## src/rtl/padmux_pkg.sv

```systemverilog
package padmux_pkg;
   localparam int ROWS   = 4;
   localparam int COLS   = 4;
   localparam int CODE_W = 4;

   typedef logic [CODE_W-1:0] keycode_t;

   // Folded code {row, col} to keypad value; code 0 is "no key"
   function automatic logic [7:0] code_to_pad(keycode_t c);
      logic [1:0] r;
      logic [1:0] k;
      logic [7:0] v;
      r = c[3:2];
      k = c[1:0];
      if (c == '0) begin
         v = 8'hFF;
      end else if (r == 2'd0) begin
         case (k)
            2'd1:    v = 8'h0B;
            2'd2:    v = 8'h00;
            default: v = 8'h0A;
         endcase
      end else if (k == 2'd0) begin
         v = 8'h0F - {6'd0, r};
      end else begin
         v = 8'd3 * {6'd0, 2'd3 - r} + {6'd0, 3'd4 - {1'b0, k}};
      end
      return v;
   endfunction
endpackage

```

## src/rtl/padmux_sync.sv

```systemverilog
module padmux_sync #(
   parameter int WIDTH  = 1,
   parameter int STAGES = 2
) (
   input  logic             clk,
   input  logic             rst_n,
   input  logic [WIDTH-1:0] d,
   output logic [WIDTH-1:0] q
);
   if (STAGES < 1) begin : g_bad_stages
      $error("padmux_sync: STAGES must be at least 1");
   end

   if (STAGES == 1) begin : g_single
      always_ff @(posedge clk or negedge rst_n) begin
         if (!rst_n) q <= '0;
         else        q <= d;
      end
   end else begin : g_chain
      logic [WIDTH-1:0] stage [STAGES];
      always_ff @(posedge clk or negedge rst_n) begin
         if (!rst_n) begin
            for (int i = 0; i < STAGES; i++) stage[i] <= '0;
         end else begin
            stage[0] <= d;
            for (int i = 1; i < STAGES; i++) stage[i] <= stage[i-1];
         end
      end
      assign q = stage[STAGES-1];
   end
endmodule

```

## src/rtl/padmux_scan.sv

```systemverilog
module padmux_scan
   import padmux_pkg::*;
#(
   parameter int NUM_PORTS = 4,
   parameter int DWELL     = 4,
   parameter int SEL_W     = 2
) (
   input  logic                      clk,
   input  logic                      rst_n,
   input  logic                      restart,
   input  logic [SEL_W-1:0]          sel,
   input  logic [NUM_PORTS*COLS-1:0] col_sync,
   output logic [ROWS-1:0]           row_drive,
   output keycode_t                  code_q,
   output logic                      key_evt
);
   localparam int CNT_W = (DWELL > 1) ? $clog2(DWELL) : 1;
   localparam logic [CNT_W-1:0] CNT_LAST = CNT_W'(DWELL - 1);
   localparam logic [1:0] ROW_LAST = 2'(ROWS - 1);

   logic [CNT_W-1:0] cnt;
   logic [1:0]       row;
   logic             supp;
   keycode_t         best, last, cand, best_nx;
   logic [COLS-1:0]  port_cols [NUM_PORTS];
   logic [COLS-1:0]  cols;
   logic             sample, end_scan;

   for (genvar p = 0; p < NUM_PORTS; p++) begin : g_port_cols
      assign port_cols[p] = col_sync[p*COLS +: COLS];
   end
   assign cols = port_cols[sel];

   for (genvar r = 0; r < ROWS; r++) begin : g_rows
      assign row_drive[r] = (row == 2'(r));
   end

   // lowest column in the current row wins; row 0 column 0 is empty
   always_comb begin
      cand = '0;
      for (int c = COLS - 1; c >= 0; c--) begin
         if (cols[c] && !(row == 2'd0 && c == 0)) cand = {row, 2'(c)};
      end
   end

   assign sample   = (cnt == CNT_LAST);
   assign end_scan = sample && (row == ROW_LAST);
   assign best_nx  = (best != '0) ? best : cand;

   always_ff @(posedge clk or negedge rst_n) begin
      if (!rst_n) begin
         cnt     <= '0;
         row     <= '0;
         supp    <= 1'b0;
         best    <= '0;
         last    <= '0;
         code_q  <= '0;
         key_evt <= 1'b0;
      end else if (restart) begin
         cnt     <= '0;
         row     <= '0;
         supp    <= 1'b1;
         best    <= '0;
         key_evt <= 1'b0;
      end else begin
         key_evt <= 1'b0;
         if (sample) begin
            cnt <= '0;
            row <= row + 2'd1;
            if (end_scan) begin
               best <= '0;
               if (supp) begin
                  supp <= 1'b0;
                  last <= '0;
               end else begin
                  last <= best_nx;
                  if (best_nx != '0 && best_nx != last) begin
                     code_q  <= best_nx;
                     key_evt <= 1'b1;
                  end
               end
            end else begin
               best <= best_nx;
            end
         end else begin
            cnt <= cnt + CNT_W'(1);
         end
      end
   end
endmodule

```

## src/rtl/padmux_irq.sv

```systemverilog
module padmux_irq #(
   parameter int N = 2
) (
   input  logic         clk,
   input  logic         rst_n,
   input  logic [N-1:0] evt,
   input  logic [N-1:0] en,
   input  logic [N-1:0] ack,
   output logic [N-1:0] pend
);
   for (genvar i = 0; i < N; i++) begin : g_src
      always_ff @(posedge clk or negedge rst_n) begin
         if (!rst_n) pend[i] <= 1'b0;
         else        pend[i] <= (pend[i] & ~ack[i]) | (evt[i] & en[i]);
      end
   end
endmodule

```

## src/rtl/padmux_keyscan.sv

```systemverilog
module padmux_keyscan
   import padmux_pkg::*;
#(
   parameter int NUM_PORTS   = 4,
   parameter int DWELL       = 4,
   parameter int SYNC_STAGES = 2,
   localparam int SEL_W      = $clog2(NUM_PORTS)
) (
   input  logic                      clk,
   input  logic                      rst_n,
   input  logic                      sel_wr,
   input  logic [SEL_W-1:0]          sel_data,
   output logic [ROWS-1:0]           row_drive,
   input  logic [NUM_PORTS*COLS-1:0] col_sense,
   input  logic [NUM_PORTS-1:0]      top_btn,
   input  logic [NUM_PORTS-1:0]      bot_btn,
   input  logic [1:0]                irq_en,
   input  logic [1:0]                irq_ack,
   output logic [7:0]                kbcode,
   output logic [7:0]                keypad_val,
   output logic                      shift_flag,
   output logic                      irq_key,
   output logic                      irq_brk,
   output logic [NUM_PORTS-1:0]      trig_n
);
   if (NUM_PORTS < 2 || NUM_PORTS != (1 << SEL_W)) begin : g_bad_ports
      $error("padmux_keyscan: NUM_PORTS must be a power of two, at least 2");
   end
   if (DWELL <= SYNC_STAGES) begin : g_bad_dwell
      $error("padmux_keyscan: DWELL must exceed SYNC_STAGES");
   end
   if (ROWS * COLS != (1 << CODE_W)) begin : g_bad_matrix
      $error("padmux_keyscan: matrix size must match the code width");
   end

   logic [SEL_W-1:0]          sel_q;
   logic                      sel_moved;
   logic [NUM_PORTS*COLS-1:0] col_s;
   logic [NUM_PORTS-1:0]      top_s, bot_s;
   logic                      shift_q;
   logic                      brk_evt;
   logic                      key_evt;
   keycode_t                  code_q;
   logic [1:0]                pend;

   always_ff @(posedge clk or negedge rst_n) begin
      if (!rst_n) begin
         sel_q     <= '0;
         sel_moved <= 1'b0;
         shift_q   <= 1'b0;
      end else begin
         if (sel_wr) sel_q <= sel_data;
         sel_moved <= sel_wr;
         shift_q   <= shift_flag;
      end
   end

   for (genvar p = 0; p < NUM_PORTS; p++) begin : g_port_sync
      padmux_sync #(.WIDTH(COLS + 2), .STAGES(SYNC_STAGES)) u_sync (
         .clk   (clk),
         .rst_n (rst_n),
         .d     ({bot_btn[p], top_btn[p], col_sense[p*COLS +: COLS]}),
         .q     ({bot_s[p], top_s[p], col_s[p*COLS +: COLS]})
      );
   end

   padmux_scan #(.NUM_PORTS(NUM_PORTS), .DWELL(DWELL), .SEL_W(SEL_W)) u_scan (
      .clk       (clk),
      .rst_n     (rst_n),
      .restart   (sel_wr),
      .sel       (sel_q),
      .col_sync  (col_s),
      .row_drive (row_drive),
      .code_q    (code_q),
      .key_evt   (key_evt)
   );

   assign shift_flag = top_s[sel_q];
   assign brk_evt    = shift_flag & ~shift_q & ~sel_moved;

   padmux_irq #(.N(2)) u_irq (
      .clk   (clk),
      .rst_n (rst_n),
      .evt   ({brk_evt, key_evt}),
      .en    (irq_en),
      .ack   (irq_ack),
      .pend  (pend)
   );

   assign irq_key    = pend[0];
   assign irq_brk    = pend[1];
   assign trig_n     = ~bot_s;
   assign kbcode     = {3'b000, code_q, 1'b0};
   assign keypad_val = code_to_pad(code_q);
endmodule

```

## config.mk

```make
export PLATFORM = sky130hd
export DESIGN_NAME = padmux_keyscan
export DESIGN_NICKNAME = d
export VERILOG_FILES = /design/src/rtl/padmux_pkg.sv /design/src/rtl/padmux_sync.sv /design/src/rtl/padmux_scan.sv /design/src/rtl/padmux_irq.sv /design/src/rtl/padmux_keyscan.sv
export SDC_FILE = /design/constraint.sdc
export NUM_CORES = 1
export LEC_CHECK = 0
export BUFFER_PORTS_ARGS = -buffer_cell sky130_fd_sc_hd__buf_2
export CAP_MARGIN = 0
export CORE_MARGIN = 2
export CORE_UTILIZATION = 35
export DETAILED_ROUTE_END_ITERATION = 8
export HOLD_SLACK_MARGIN = 0.06
export RECOVER_POWER = 50
export SYNTH_ARGS = -nofsm -noshare
export SYNTH_HDL_FRONTEND = slang
export SYNTH_HIERARCHICAL = 1
export SYNTH_SLANG_ARGS = --single-unit
```

## constraint.sdc

```tcl
create_clock -name clk -period 3.25 [get_ports clk]
set_clock_uncertainty 0.2 [all_clocks]
set_input_delay 0.4875 -clock clk [delete_from_list [all_inputs] [get_ports clk]]
set_output_delay 0.4875 -clock clk [all_outputs]
set_load 0.005 [all_outputs]
```

==> summary.txt, run 1 <==
Clock tree
  – CTS max path bufs: 2
  – Clock latency of the later-clocked register in the worst-skew pair: about 340 ps
  – Clock slew at the register clock pins of the worst setup and hold paths: ~80 ps
  – Clock tree from TritonCTS: built
  – Number of H-tree branching levels: 3
  – TritonCTS Buffers: 9
  – Number of clock sinks: 72
  – Root Buffer: sky130_fd_sc_hd__clkbuf_8

Routing
  – Via count normalized by instance count: approximately 4.7
  – Routed length on met3: ~340 um
  – Metal2 WL: roughly 2800 um
  – Routed Antenna Nets: 0
  – Top Layer Used: met4
  – Detailed router's first-iteration violation count: about 100
  – Total vias in the final route: 2,120
  – Router iterations before antenna repair: 4
  – Drc violations: 0
  – Post-detailed-routing wire length: 5600 um
  – Routed WL per cell: around 12 um
  – Metal-1 WL: around 2400 um

Floorplanning
  – Core Rows: 35
  – Initial core utilization: 35.5%
  – IO Pins: 60
  – Total die area: approximately 10,000 um^2
  – Die width: roughly 100 um
  – Vertical die dimension: around 100 um
  – Area inside the core boundary: roughly 9100 um^2

Synthesis
  – Async set-reset flop share out of synthesis: 100%
  – Dominant cells by area after synthesis: sky130_fd_sc_hd__dfrtp_1, sky130_fd_sc_hd__buf_4, sky130_fd_sc_hd__ha_1, sky130_fd_sc_hd__mux4_2, sky130_fd_sc_hd__inv_1
  – Area of the mapped netlist: 3240 um^2
  – Post-Synthesis Mean Instance Area: 12.0 um^2
  – Number of warning messages in the yosys log: 6
  – Most used flip-flop cell after synthesis: sky130_fd_sc_hd__dfrtp_1
  – Number of synthesized flops with an enable pin: 0
  – Share of synthesized area occupied by flip-flops and latches: a little under three fifths
  – Synthesized instance count: 270
  – Largest area contributor in the synthesized netlist: sky130_fd_sc_hd__dfrtp_1
  – Area share of the largest cell type after synthesis: around 56%
  – Post-synthesis register bit count: just over 70
  – Yosys cell types: 51

Power and ir drop
  – Power density over cell area: between 500 and 600 nW/um^2
  – Highest ir drop seen on vdd: between 0.3 and 0.4 mV
  – Leakage: ~1.8 nW

Placed design
  – Cell area after placement: approximately 3400 um^2
  – Placed insts: a little over 400
  – HPWL after detailed placement: approximately 4000 um
  – Routability Congestion: between 0.8 and 0.9
  – PortBufs: 55

STA
  – Maximum clock frequency: about 320 MHz
  – Transition time at the pin with the least slew margin: between 1500 and 2000 ps
  – Final setup violation count: 0
  – Final total negative setup slack: 0 ps
  – Max-slew violation total from the final report: 32
  – Final count of hold timing violations: 0
  – Ratio of final minimum period to clock period: 97.3%
  – RSZ-0062 raised after global routing: true
  – Min Clock Period, post-route: 3160 ps
  – Relative slew slack: -1.63%

Final layout
  – Number of inserted diodes: 0
  – Count of non-filler cells in the finished layout: between 400 and 500
  – Filler Cells Inserted: 849
  – Post-route design area: just under 4000 um^2
  – Area delta synth->final: 21.1%
  – Storage cell area: around 1800 um^2
  – Core utilization of the finished layout: a little over two fifths
  – Multi-input logic area: between 1000 and 1500 um^2
  – Ratio of cells with drive above 1 in the final layout: about 29%
  – Final layout net count: around 380

Job
  – Max-cap violation count: 1

Setup path
  – Terminus of the critical flop-to-flop path: u_scan/code_q[1]
  – Worst Reg2Reg Path Length in Cells: 6
  – Path type of the worst setup path: flop to output port
  – Kind of end point of the critical path: output port
  – Arrival time at the worst endpoint: approximately 2500 ps
  – R2R setup slack: ~440 ps
  – Timing endpoint of the critical path: keypad_val[3]
  – Worst Path Max Fanout: 2
  – Startpoint of the worst-slack reg-to-reg timing path: sel_q[0]
  – Critical path data required time: around 2600 ps
  – Critical path origin: u_scan/code_q[1]
  – Crit path launch type: flop

Outcome
  – Violations in the final reports: capacitance limit, slew limit
  – Outcome: finished, violations left

Global route
  – Overall routing resource usage: about 12%
  – Maximum number of pins on one net before global-route repair: 32
  – Overall overflow remaining after global route: 0
  – Vias in the first global route: around 2,100
  – First-pass GRT wire length: roughly 9700 um
  – Initial antenna violation count: 0

Min path
  – Type of the worst min-delay path: input pin to flop
  – Min-Delay Startpoint: irq_ack[1]
==> sequential cells by signal (all words and copies together) (netlist names) <==
register,flops
g_port_sync.u_sync/g_chain.stage,24
g_port_sync.u_sync/q,24
sel_moved,1
sel_q,2
shift_q,1
u_irq/pend,2
u_scan/best,4
u_scan/cnt,2
u_scan/code_q,4
u_scan/key_evt,1
u_scan/last,4
u_scan/row,2
u_scan/supp,1
==> per-stage QoR <==
step           power (mW)  setup slack [ps]  hold WS (ps)
4_1_cts              2.05              2.90          76.7
5_1_grt              2.18             -49.9          80.6
3_3_place_gp         1.35               333           132
3_5_place_dp         1.35               275           135
2_1_floorplan        1.24               404         -8.09
6_report             2.04              86.6          97.3
==> worst min-delay path by stage <==
stage / endpoint / slack, ps / depth (start not counted)
after CTS: u_irq/pend[1] / 80 / 2
after detailed placement: g_port_sync[2].u_sync/q[4] / 130 / 0
after floorplan: g_port_sync[0].u_sync/g_chain.stage[10] / -8 / 0
after global routing: u_irq/pend[1] / 80 / 2
final: u_irq/pend[1] / 100 / 2
after global placement: g_port_sync[0].u_sync/q[5] / 130 / 0
==> cells in the mapped netlist (2+ instances only) <==
cell	n
sky130_fd_sc_hd__dfrtp_1	72
sky130_fd_sc_hd__buf_4	30
sky130_fd_sc_hd__inv_1	20
sky130_fd_sc_hd__nor2_1	15
sky130_fd_sc_hd__ha_1	13
sky130_fd_sc_hd__nand2_1	10
sky130_fd_sc_hd__o21ai_0	10
sky130_fd_sc_hd__clkbuf_1	7
sky130_fd_sc_hd__a21o_1	6
sky130_fd_sc_hd__a21oi_1	6
sky130_fd_sc_hd__a31oi_1	6
sky130_fd_sc_hd__nor2b_1	6
sky130_fd_sc_hd__and2_1	5
sky130_fd_sc_hd__mux4_2	5
sky130_fd_sc_hd__a211oi_1	3
sky130_fd_sc_hd__nand4_1	3
sky130_fd_sc_hd__o21ai_2	3
sky130_fd_sc_hd__o21bai_1	3
sky130_fd_sc_hd__o31ai_1	3
sky130_fd_sc_hd__xnor2_1	3
sky130_fd_sc_hd__a221o_1	2
sky130_fd_sc_hd__a41oi_1	2
sky130_fd_sc_hd__fa_1	2
sky130_fd_sc_hd__mux2_2	2
sky130_fd_sc_hd__mux2i_1	2
sky130_fd_sc_hd__nand3_1	2
sky130_fd_sc_hd__nor3_1	2
sky130_fd_sc_hd__nor4_1	2
sky130_fd_sc_hd__o21a_1	2
sky130_fd_sc_hd__or4_1	2
==> cells by family (layout without fill, tap and decap cells) <==
group	count (synthesis)	in the layout	synth area share (%)
simple gates	57	57	9.70
buf+inv	57	123	10.1
other cells	1	4	0.116
mux	9	9	4.79
flops	72	72	55.6
compound gates	56	56	12.6
xor+xnor	3	3	0.812
fa+ha+maj	15	15	6.26
==> cell usage in the layout (no fill, tap or decap), types with 3 or more instances in the layout <==
master,n
sky130_fd_sc_hd__nor2b_1,6
sky130_fd_sc_hd__inv_1,16
sky130_fd_sc_hd__clkbuf_8,9
sky130_fd_sc_hd__a21o_1,6
sky130_fd_sc_hd__mux4_2,5
sky130_fd_sc_hd__o21ai_0,11
sky130_fd_sc_hd__buf_2,53
sky130_fd_sc_hd__conb_1,4
sky130_fd_sc_hd__o31ai_1,3
sky130_fd_sc_hd__o21bai_1,3
sky130_fd_sc_hd__dfrtp_1,72
sky130_fd_sc_hd__buf_4,7
sky130_fd_sc_hd__nand4_1,3
sky130_fd_sc_hd__and2_1,5
sky130_fd_sc_hd__nand2_1,10
sky130_fd_sc_hd__dlygate4sd3_1,25
sky130_fd_sc_hd__xnor2_1,3
sky130_fd_sc_hd__nor2_1,15
sky130_fd_sc_hd__a21oi_1,6
sky130_fd_sc_hd__clkinvlp_4,3
sky130_fd_sc_hd__inv_2,4
sky130_fd_sc_hd__a211oi_1,3
sky130_fd_sc_hd__a31oi_1,6
sky130_fd_sc_hd__ha_1,11
==> routing by layer <==
layer  track usage (%)  up-vias
li1                  -     1029
met1              15.3     1023
met2              20.5       66
met3              4.53        2
met4              3.16        0
met5                 0        -
==> area by class of cell <==
class | instances | area share, %
sequential | 72 | 45.9
multi-input combinational | 144 | 29.2
timing repair buffer | 87 | 14.7
tap | 111 | 3.54
clock buffer | 9 | 3.16
inverter | 20 | 1.91
clock inverter | 7 | 1.59
==> worst max-delay path: stages, from the launching register on <==
cell and delay, ps:
sky130_fd_sc_hd__dfrtp_1 370, sky130_fd_sc_hd__inv_2 60, sky130_fd_sc_hd__ha_4 250, sky130_fd_sc_hd__inv_2 30, sky130_fd_sc_hd__fa_1 510, sky130_fd_sc_hd__inv_2 50
sky130_fd_sc_hd__ha_4 150, sky130_fd_sc_hd__fa_2 350, sky130_fd_sc_hd__xnor2_1 130, sky130_fd_sc_hd__a21oi_1 110, sky130_fd_sc_hd__buf_2 120
==> power by group <==
part | switching [mW] | internal [mW]
sequential | 0.0324 | 0.942
clock | 0.363 | 0.292
combinational | 0.196 | 0.210
==> what timing repair did <==
item	CTS	global route
hold buffers	25	0
resized for setup	1	7
setup endpoints to repair	2	2
setup buffers	1	1
gates cloned	0	0
pin swaps	0	7
hold endpoints to repair	53	0
No activity file was read; power rests on OpenSTA's default activity.
==> run 2: changes to the inputs <==
--- a/config.mk
+++ b/config.mk
@@ -14,5 +14,4 @@
 export RECOVER_POWER = 50
 export SYNTH_ARGS = -nofsm -noshare
 export SYNTH_HDL_FRONTEND = slang
-export SYNTH_HIERARCHICAL = 1
 export SYNTH_SLANG_ARGS = --single-unit
==> summary.txt, run 2 <==
Outcome
  – Outcome: finished, violations left (unchanged)
  – Violations in the final reports: capacitance limit, slew limit (unchanged)

Setup path
  – Terminus of the critical flop-to-flop path: u_scan.code_q[0] (was u_scan/code_q[1])
  – Arrival time at the worst endpoint: 2520 ps (was 2480 ps)
  – R2R setup slack: 410 ps (was 440 ps)
  – Kind of end point of the critical path: output port (unchanged)
  – Crit path launch type: flop (unchanged)
  – Crit-path most repeated cell: sky130_fd_sc_hd__inv_2 (unchanged)
  – Startpoint of the worst-slack reg-to-reg timing path: sel_q[0] (unchanged)
  – Critical path data required time: 2560 ps (about the same)
  – Worst Reg2Reg Path Length in Cells: 6 (unchanged)
  – Highest-delay cell along the critical path: sky130_fd_sc_hd__fa_1 (unchanged)
  – Timing endpoint of the critical path: keypad_val[3] (unchanged)
  – Ordered list of cells on the worst path: inv_2, ha_4, inv_2, fa_1, inv_1, ha_2, inv_2, fa_2, xor2_1, o21ai_1, buf_2 (was inv_2, ha_4, inv_2, fa_1, inv_2, ha_4, fa_2, xnor2_1, a21oi_1, buf_2)
  – Maximum single-stage delay on the critical path: 430 ps (was 510 ps)
  – Critical path origin: u_scan.code_q[1] (was u_scan/code_q[1])
  – Path type of the worst setup path: flop to output port (unchanged)
  – Worst Path Max Fanout: 3 (was 2)

STA
  – Final Worst Setup Slack: 38.0 ps (was 86.6 ps)
  – Max-slew violation total from the final report: 33 (was 32)
  – RSZ-0062 raised after global routing: true (unchanged)
  – Final count of hold timing violations: 0 (unchanged)
  – Worst hold slack after final layout: 145 ps (was 97.3 ps)
  – Maximum clock frequency: 311 MHz (was 316 MHz)
  – Ratio of final minimum period to clock period: 98.8% (was 97.3%)
  – Final setup violation count: 0 (unchanged)
  – Transition time at the pin with the least slew margin: 1700 ps (was 1520 ps)
  – Min Clock Period, post-route: 3210 ps (was 3160 ps)
  – Relative slew slack: -13.5% (was -1.63%)

Power and ir drop
  – Leakage: 1.80 nW (was 1.85 nW)
  – Power density over cell area: 470 nW/um^2 (was 519 nW/um^2)
  – Highest ir drop seen on vdd: 0.350 mV (was 0.348 mV)
  – Post-layout total power: 1.80 mW (was 2.04 mW)

Synthesis
  – Largest area contributor in the synthesized netlist: sky130_fd_sc_hd__dfrtp_1 (unchanged)
  – Commonest cells post-synth: sky130_fd_sc_hd__dfrtp_1, sky130_fd_sc_hd__inv_1, sky130_fd_sc_hd__nor2_1, sky130_fd_sc_hd__ha_1, sky130_fd_sc_hd__nor2b_1 (was sky130_fd_sc_hd__dfrtp_1, sky130_fd_sc_hd__buf_4, sky130_fd_sc_hd__inv_1, sky130_fd_sc_hd__nor2_1, sky130_fd_sc_hd__ha_1)
  – Cell with the most instances after synthesis: sky130_fd_sc_hd__dfrtp_1 (unchanged)
  – Post-Synthesis Mean Instance Area: 13.0 um^2 (was 12.0 um^2)
  – Number of synthesized flops with an enable pin: 0 (unchanged)
  – Async set-reset flop share out of synthesis: 100% (unchanged)
  – Post-synthesis register bit count: 72 (unchanged)
  – Area share of the largest cell type after synthesis: 60.9% (was 55.6%)
  – Yosys cell types: 51 (unchanged)
  – Number of warning messages in the yosys log: 0 (was 6)
  – Most used flip-flop cell after synthesis: sky130_fd_sc_hd__dfrtp_1 (unchanged)
  – Dominant cells by area after synthesis: sky130_fd_sc_hd__dfrtp_1, sky130_fd_sc_hd__ha_1, sky130_fd_sc_hd__mux4_2, sky130_fd_sc_hd__inv_1, sky130_fd_sc_hd__nor2_1 (was sky130_fd_sc_hd__dfrtp_1, sky130_fd_sc_hd__buf_4, sky130_fd_sc_hd__ha_1, sky130_fd_sc_hd__mux4_2, sky130_fd_sc_hd__inv_1)
  – Share of synthesized area occupied by flip-flops and latches: 60.9% (was 55.6%)
  – Area of the mapped netlist: 2960 um^2 (was 3240 um^2)
  – Synthesized instance count: 228 (was 270)

Placed design
  – HPWL after detailed placement: 3720 um (was 3900 um)
  – Placement Setup Slack: 225 ps (was 275 ps)
  – Routability Congestion: 0.798 (was 0.852)
  – Cell area after placement: 3340 um^2 (was 3450 um^2)
  – PortBufs: 55 (unchanged)
  – Placed insts: 385 (was 407)

Global route
  – GR Util met2: 21.5% (was 20.5%)
  – Overall overflow remaining after global route: 0 (unchanged)
  – Met3 global-route usage: 3.13% (was 4.53%)
  – Met1 global-route usage: 15.5% (was 15.3%)
  – Initial antenna violation count: 0 (unchanged)
  – GRT busiest layer: met2 (unchanged)
  – Vias in the first global route: 2,054 (was 2,109)
  – First-pass GRT wire length: 9110 um (was 9690 um)
  – Overall routing resource usage: 13.0% (was 12.3%)
  – Maximum number of pins on one net before global-route repair: 39 (was 32)

Floorplanning
  – Die width: 95.9 um (was 100 um)
  – Area inside the core boundary: 8220 um^2 (was 9110 um^2)
  – Core Rows: 33 (was 35)
  – Vertical die dimension: 95.9 um (was 100 um)
  – Initial core utilization: 36.0% (was 35.5%)
  – Total die area: 9200 um^2 (was 10,000 um^2)
  – IO Pins: 60 (unchanged)

Final layout
  – Final layout net count: 371 (was 382)
  – Ratio of cells with drive above 1 in the final layout: 29.4% (was 28.9%)
  – Area delta synth->final: 29.7% (was 21.1%)
  – Highest-count cells in the layout ignoring fill and taps: sky130_fd_sc_hd__dfrtp_1, sky130_fd_sc_hd__buf_2, sky130_fd_sc_hd__dlygate4sd3_1, sky130_fd_sc_hd__nor2_1, sky130_fd_sc_hd__inv_1 (was sky130_fd_sc_hd__dfrtp_1, sky130_fd_sc_hd__buf_2, sky130_fd_sc_hd__dlygate4sd3_1, sky130_fd_sc_hd__inv_1, sky130_fd_sc_hd__nor2_1)
  – Post-route design area: 3830 um^2 (was 3920 um^2)
  – Biggest regs: g_port_sync.u_sync.g_chain.stage: 24 flops, g_port_sync.u_sync.q: 24 flops (was g_port_sync.u_sync/g_chain.stage: 24 flops, g_port_sync.u_sync/q: 24 flops)
  – Number of inserted diodes: 0 (unchanged)
  – Count of non-filler cells in the finished layout: 432 (was 450)
  – Most common library cell in the layout ignoring fill and taps: sky130_fd_sc_hd__dfrtp_1 (unchanged)

Job
  – Max-cap violation count: 1 (unchanged)

Clock tree
  – Clock tree from TritonCTS: built (unchanged)
  – Number of clock sinks: 72 (unchanged)
  – Clock latency of the later-clocked register in the worst-skew pair: 340 ps (about the same)
  – Root Buffer: sky130_fd_sc_hd__clkbuf_8 (unchanged)
  – TritonCTS Buffers: 9 (unchanged)
  – Number of H-tree branching levels: 3 (unchanged)
  – Clock slew at the register clock pins of the worst setup and hold paths: 80 ps (about the same)
  – CTS max path bufs: 2 (unchanged)

Routing
  – Post-detailed-routing wire length: 5240 um (was 5600 um)
  – Routed WL per cell: 12.1 um (was 12.4 um)
  – Router iterations before antenna repair: 4 (unchanged)
  – Routed Antenna Nets: 0 (unchanged)
  – Detailed router's first-iteration violation count: 60 (was 104)
  – Via count normalized by instance count: 4.72 (was 4.71)
  – Drc violations: 0 (unchanged)
  – Total vias in the final route: 2,038 (was 2,120)

Min path
  – Type of the worst min-delay path: flop to flop (was input pin to flop)
## run 2: what timing repair did
item,4_1_cts,5_1_grt
endpoints found under the setup margin,2,2
hold buffers,25,0
pin swaps,0,3
setup buffers,2,5
endpoints found under the hold margin,96,0
gates resized for setup,4,4
cloned,0,0
## run 2: stage by stage
| stage | setup TNS, ps | util, % |
|---|---|---|
| after CTS | -15.6 | 46.1 |
| after detailed placement | 0 | 40.6 |
| after floorplan | 0 | - |
| final | 0 | 46.7 |
| after global routing | -142 | 46.7 |
| after global placement | 0 | 40.6 |
## run 2: worst min path at each step
stage,from,cells after the start,slack [ps],endpoint
after floorplan,rst_n,0,-8,g_port_sync[0].u_sync.g_chain.stage[10]
after global placement,rst_n,1,90,g_port_sync[1].u_sync.g_chain.stage[7]
after detailed placement,rst_n,1,90,g_port_sync[1].u_sync.g_chain.stage[7]
after CTS,irq_ack[0],2,120,u_irq.pend[0]
after global routing,irq_ack[1],2,140,u_irq.pend[1]
final,g_port_sync[2].u_sync.g_chain.stage[11],0,150,g_port_sync[2].u_sync.q[5]
## run 2: cells by family (layout without fill, tap and decap cells)
| group | Yosys count | count (layout) | share of synthesized area, % |
|---|---|---|---|
| fa+ha+maj | 15 | 15 | 6.86 |
| buf+inv | 30 | 126 | 4.82 |
| compound gates | 45 | 45 | 11.8 |
| flops | 72 | 72 | 60.9 |
| other cells | 1 | 4 | 0.127 |
| mux | 10 | 10 | 5.59 |
| simple gates | 52 | 52 | 8.93 |
| xor+xnor | 3 | 3 | 0.889 |
## run 2: area by class of cell
cell class / instances / area [um^2]
fill: 733 / 4380
sequential: 72 / 1800
multi-input combinational: 129 / 1040
timing repair buffer: 91 / 602
tap: 105 / 131
clock buffer: 10 / 128
inverter: 20 / 75.1
clock inverter: 5 / 56.3
## run 2: routing by layer
layer	vias to the layer above	share of wire, %
met1	976	42
met4	0	3.2
li1	980	-
met5	-	0
met3	16	5.0
met2	66	50
## run 2: critical path: cells and delay by family, from the launching register on
family	cells	cell delay [ps]
xor+xnor	1	140
buf+inv	5	340
fa+ha+maj	4	1240
compound gates	1	100
flops	1	360
## run 2: power breakdown
part           total (mW)  internal (mW)  switching [mW]  leakage, nW
clock network       0.650          0.350           0.300       0.0925
logic               0.198         0.0983          0.0992        0.844
registers           0.956          0.936          0.0195        0.861
total                1.80           1.38           0.419         1.80
==> run 3: changes to the inputs <==
--- a/config.mk
+++ b/config.mk
@@ -5,10 +5,12 @@
 export SDC_FILE = /design/constraint.sdc
 export NUM_CORES = 1
 export LEC_CHECK = 0
+export ABC_AREA = 1
 export BUFFER_PORTS_ARGS = -buffer_cell sky130_fd_sc_hd__buf_2
 export CAP_MARGIN = 0
 export CORE_MARGIN = 2
 export CORE_UTILIZATION = 35
+export CTS_BUF_LIST = sky130_fd_sc_hd__clkbuf_4 sky130_fd_sc_hd__clkbuf_8 sky130_fd_sc_hd__clkbuf_16
 export DETAILED_ROUTE_END_ITERATION = 8
 export HOLD_SLACK_MARGIN = 0.06
 export RECOVER_POWER = 50
==> summary.txt, run 3 <==
Routing
  – Routed WL per cell: 11.0 um (was 12.1 um)
  – Router iterations before antenna repair: 4 (unchanged)
  – Total vias in the final route: 2,064 (was 2,038)
  – Post-detailed-routing wire length: 5210 um (was 5240 um)
  – Routed Antenna Nets: 0 (unchanged)
  – Detailed router's first-iteration violation count: 77 (was 60)
  – Via count normalized by instance count: 4.35 (was 4.72)
  – Drc violations: 0 (unchanged)

Setup path
  – Timing endpoint of the critical path: keypad_val[3] (unchanged)
  – Highest-delay cell along the critical path: sky130_fd_sc_hd__fa_1 (unchanged)
  – Arrival time at the worst endpoint: 2540 ps (was 2520 ps)
  – Worst Reg2Reg Path Length in Cells: 12 (was 6)
  – Maximum single-stage delay on the critical path: 420 ps (was 430 ps)
  – Ordered list of cells on the worst path: inv_2, ha_4, inv_2, fa_1, inv_1, ha_2, inv_2, fa_2, xor2_1, o211ai_1, buf_2 (was inv_2, ha_4, inv_2, fa_1, inv_1, ha_2, inv_2, fa_2, xor2_1, o21ai_1, buf_2)
  – Startpoint of the worst-slack reg-to-reg timing path: sel_q[0] (unchanged)
  – R2R setup slack: 950 ps (was 410 ps)
  – Kind of end point of the critical path: output port (unchanged)
  – Critical path data required time: 2560 ps (about the same)
  – Crit path launch type: flop (unchanged)
  – Critical path origin: u_scan.code_q[1] (unchanged)
  – Crit-path most repeated cell: sky130_fd_sc_hd__inv_2 (unchanged)
  – Worst Path Max Fanout: 2 (was 3)
  – Terminus of the critical flop-to-flop path: u_scan.code_q[3] (was u_scan.code_q[0])
  – Path type of the worst setup path: flop to output port (unchanged)

Final layout
  – Area delta synth->final: 29.0% (was 29.7%)
  – Highest-count cells in the layout ignoring fill and taps: sky130_fd_sc_hd__dfrtp_1, sky130_fd_sc_hd__nand2_1, sky130_fd_sc_hd__buf_2, sky130_fd_sc_hd__inv_1, sky130_fd_sc_hd__dlygate4sd3_1 (was sky130_fd_sc_hd__dfrtp_1, sky130_fd_sc_hd__buf_2, sky130_fd_sc_hd__dlygate4sd3_1, sky130_fd_sc_hd__nor2_1, sky130_fd_sc_hd__inv_1)
  – Ratio of cells with drive above 1 in the final layout: 26.6% (was 29.4%)
  – Filler Cells Inserted: 746 (was 733)
  – Number of inserted diodes: 0 (unchanged)
  – Final layout net count: 412 (was 371)
  – Most common library cell in the layout ignoring fill and taps: sky130_fd_sc_hd__dfrtp_1 (unchanged)
  – Biggest regs: g_port_sync.u_sync.g_chain.stage: 24 flops, g_port_sync.u_sync.q: 24 flops (unchanged)

STA
  – Relative slew slack: 1.80% (was -13.5%)
  – Transition time at the pin with the least slew margin: 1470 ps (was 1700 ps)
  – RSZ-0062 raised after global routing: true (unchanged)
  – Min Clock Period, post-route: 3220 ps (was 3210 ps)
  – Worst hold slack after final layout: 120 ps (was 145 ps)
  – Max-slew violation total from the final report: 0 (was 33)
  – Final total negative setup slack: 0 ps (unchanged)
  – Ratio of final minimum period to clock period: 99.2% (was 98.8%)
  – Maximum clock frequency: 310 MHz (was 311 MHz)
  – Final count of hold timing violations: 0 (unchanged)
  – Final setup violation count: 0 (unchanged)

Placed design
  – PortBufs: 55 (unchanged)
  – Routability Congestion: 0.774 (was 0.798)
  – HPWL after detailed placement: 3650 um (was 3720 um)

Clock tree
  – Number of clock sinks: 72 (unchanged)
  – Clock latency of the later-clocked register in the worst-skew pair: 350 ps (was 340 ps)
  – CTS max path bufs: 2 (unchanged)
  – Clock tree from TritonCTS: built (unchanged)
  – Clock slew at the register clock pins of the worst setup and hold paths: 80 ps (about the same)
  – Number of H-tree branching levels: 3 (unchanged)
  – Root Buffer: sky130_fd_sc_hd__clkbuf_8 (unchanged)
  – TritonCTS Buffers: 9 (unchanged)

Global route
  – Maximum number of pins on one net before global-route repair: 49 (was 39)
  – Initial antenna violation count: 0 (unchanged)
  – Vias in the first global route: 2,125 (was 2,054)
  – Overall routing resource usage: 13.4% (was 13.0%)
  – First-pass GRT wire length: 9220 um (was 9110 um)
  – Overall overflow remaining after global route: 0 (unchanged)

Synthesis
  – Yosys cell types: 28 (was 51)
  – Area share of the largest cell type after synthesis: 61.7% (was 60.9%)
  – Post-synthesis register bit count: 72 (unchanged)
  – Cell with the most instances after synthesis: sky130_fd_sc_hd__dfrtp_1 (unchanged)
  – Most used flip-flop cell after synthesis: sky130_fd_sc_hd__dfrtp_1 (unchanged)
  – Synthesized instance count: 275 (was 228)
  – Number of warning messages in the yosys log: 0 (unchanged)
  – Share of synthesized area occupied by flip-flops and latches: 61.7% (was 60.9%)
  – Commonest cells post-synth: sky130_fd_sc_hd__dfrtp_1, sky130_fd_sc_hd__nand2_1, sky130_fd_sc_hd__inv_1, sky130_fd_sc_hd__nand3_1, sky130_fd_sc_hd__o21ai_0 (was sky130_fd_sc_hd__dfrtp_1, sky130_fd_sc_hd__inv_1, sky130_fd_sc_hd__nor2_1, sky130_fd_sc_hd__ha_1, sky130_fd_sc_hd__nor2b_1)
  – Dominant cells by area after synthesis: sky130_fd_sc_hd__dfrtp_1, sky130_fd_sc_hd__nand2_1, sky130_fd_sc_hd__ha_1, sky130_fd_sc_hd__inv_1, sky130_fd_sc_hd__nand3_1 (was sky130_fd_sc_hd__dfrtp_1, sky130_fd_sc_hd__ha_1, sky130_fd_sc_hd__mux4_2, sky130_fd_sc_hd__inv_1, sky130_fd_sc_hd__nor2_1)
  – Post-Synthesis Mean Instance Area: 10.6 um^2 (was 13.0 um^2)
  – Async set-reset flop share out of synthesis: 100% (unchanged)
  – Largest area contributor in the synthesized netlist: sky130_fd_sc_hd__dfrtp_1 (unchanged)
  – Number of synthesized flops with an enable pin: 0 (unchanged)
  – Area of the mapped netlist: 2920 um^2 (was 2960 um^2)

Floorplanning
  – Vertical die dimension: 95.3 um (was 95.9 um)
  – Die width: 95.3 um (was 95.9 um)
  – Area inside the core boundary: 8130 um^2 (was 8220 um^2)
  – Initial core utilization: 35.9% (was 36.0%)
  – IO Pins: 60 (unchanged)
  – Total die area: 9090 um^2 (was 9200 um^2)
  – Core Rows: 33 (unchanged)

Power and ir drop
  – Leakage: 1.91 nW (was 1.80 nW)
  – Power density over cell area: 477 nW/um^2 (was 470 nW/um^2)
  – Highest ir drop seen on vdd: 0.281 mV (was 0.350 mV)
  – Post-layout total power: 1.80 mW (about the same)

Min path
  – Type of the worst min-delay path: input pin to flop (was flop to flop)

Job
  – Max-cap violation count: 0 (was 1)

Outcome
  – Outcome: completed (was finished, violations left)
[run 3: cell count changes after synthesis, sizes merged, moves of 4 or more]
cell	change
inv	+24
nor2b	-8
mux4	-5
nand2	+59
nand4	+4
o21ai	+9
o22ai	+5
nor2	-9
nand3	+17
[run 3: worst max-delay path, delay by kind of cell (launching register included)]
| family | cells | cell delay (ps) |
|---|---|---|
| buf+inv | 5 | 340 |
| xor+xnor | 1 | 150 |
| fa+ha+maj | 4 | 1190 |
| compound gates | 1 | 160 |
| flops | 1 | 360 |
[run 3: how the worst min path moves through the flow]
stage | slack (ps) | endpoint | cells past startpoint | start
detailed placement | 130 | g_port_sync[0].u_sync.q[1] | 0 | g_port_sync[0].u_sync.g_chain.stage[7]
floorplan | -8 | g_port_sync[0].u_sync.g_chain.stage[10] | 0 | rst_n
finish | 120 | u_irq.pend[1] | 2 | irq_ack[1]
global placement | 130 | g_port_sync[1].u_sync.q[5] | 0 | g_port_sync[1].u_sync.g_chain.stage[11]
CTS | 100 | u_irq.pend[1] | 2 | irq_ack[1]
global route | 120 | u_irq.pend[1] | 2 | irq_ack[1]
[run 3: area by class of cell]
class / instances / area [um^2] / area share (%)
clock buffers: 9 / 124 / 3.29
flip-flops and latches: 72 / 1800 / 47.8
clock inverters: 7 / 63.8 / 1.69
well taps: 105 / 131 / 3.49
repair buffers: 84 / 566 / 15.0
multi-input cells: 153 / 915 / 24.3
inverters: 44 / 165 / 4.39
[run 3: through the flow]
stage | instances | setup WS, ps | instance area [um^2] | utilization [%]
final | 474 | 26.8 | 3770 | 46.3
after global routing | 474 | -89.4 | 3770 | 46.3
after CTS | 473 | 2.54 | 3760 | 46.2
after detailed placement | 431 | 263 | 3300 | 40.5
after global placement | 431 | 355 | 3300 | 40.5
after floorplan | 278 | 424 | 2930 | -
[run 3: cells by family after synthesis]
logic type | after synthesis | share of synthesized area, %
buf+inv | 53 | 7.97
flops | 72 | 61.7
simple gates | 106 | 17.9
xor+xnor | 1 | 0.300
other cells | 1 | 0.128
compound gates | 27 | 5.06
fa+ha+maj | 15 | 6.94
[run 3: metal layers]
| metal | routed length [um] | vias up | GRT usage, % | part of all wire [%] |
|---|---|---|---|---|
| li1 | - | 1031 | - | - |
| met1 | 2170 | 954 | 15.4 | 42 |
| met2 | 2620 | 65 | 22.7 | 50 |
| met3 | 273 | 14 | 3.32 | 5.2 |
| met4 | 141 | 0 | 7.97 | 2.7 |
| met5 | 0 | - | 0 | 0 |
[run 3: power by group]
part / switching, mW / total [mW] / internal, mW
combinational: 0.108 / 0.189 / 0.0803
sequential: 0.0179 / 0.956 / 0.938
clock: 0.362 / 0.654 / 0.292
[run 3: what timing repair did]
item,CTS,global route
setup buffers,1,1
pin swaps,1,0
gates resized for setup,6,2
endpoints found under the hold margin,48,0
hold buffers,25,0
endpoints found under the setup margin,2,2
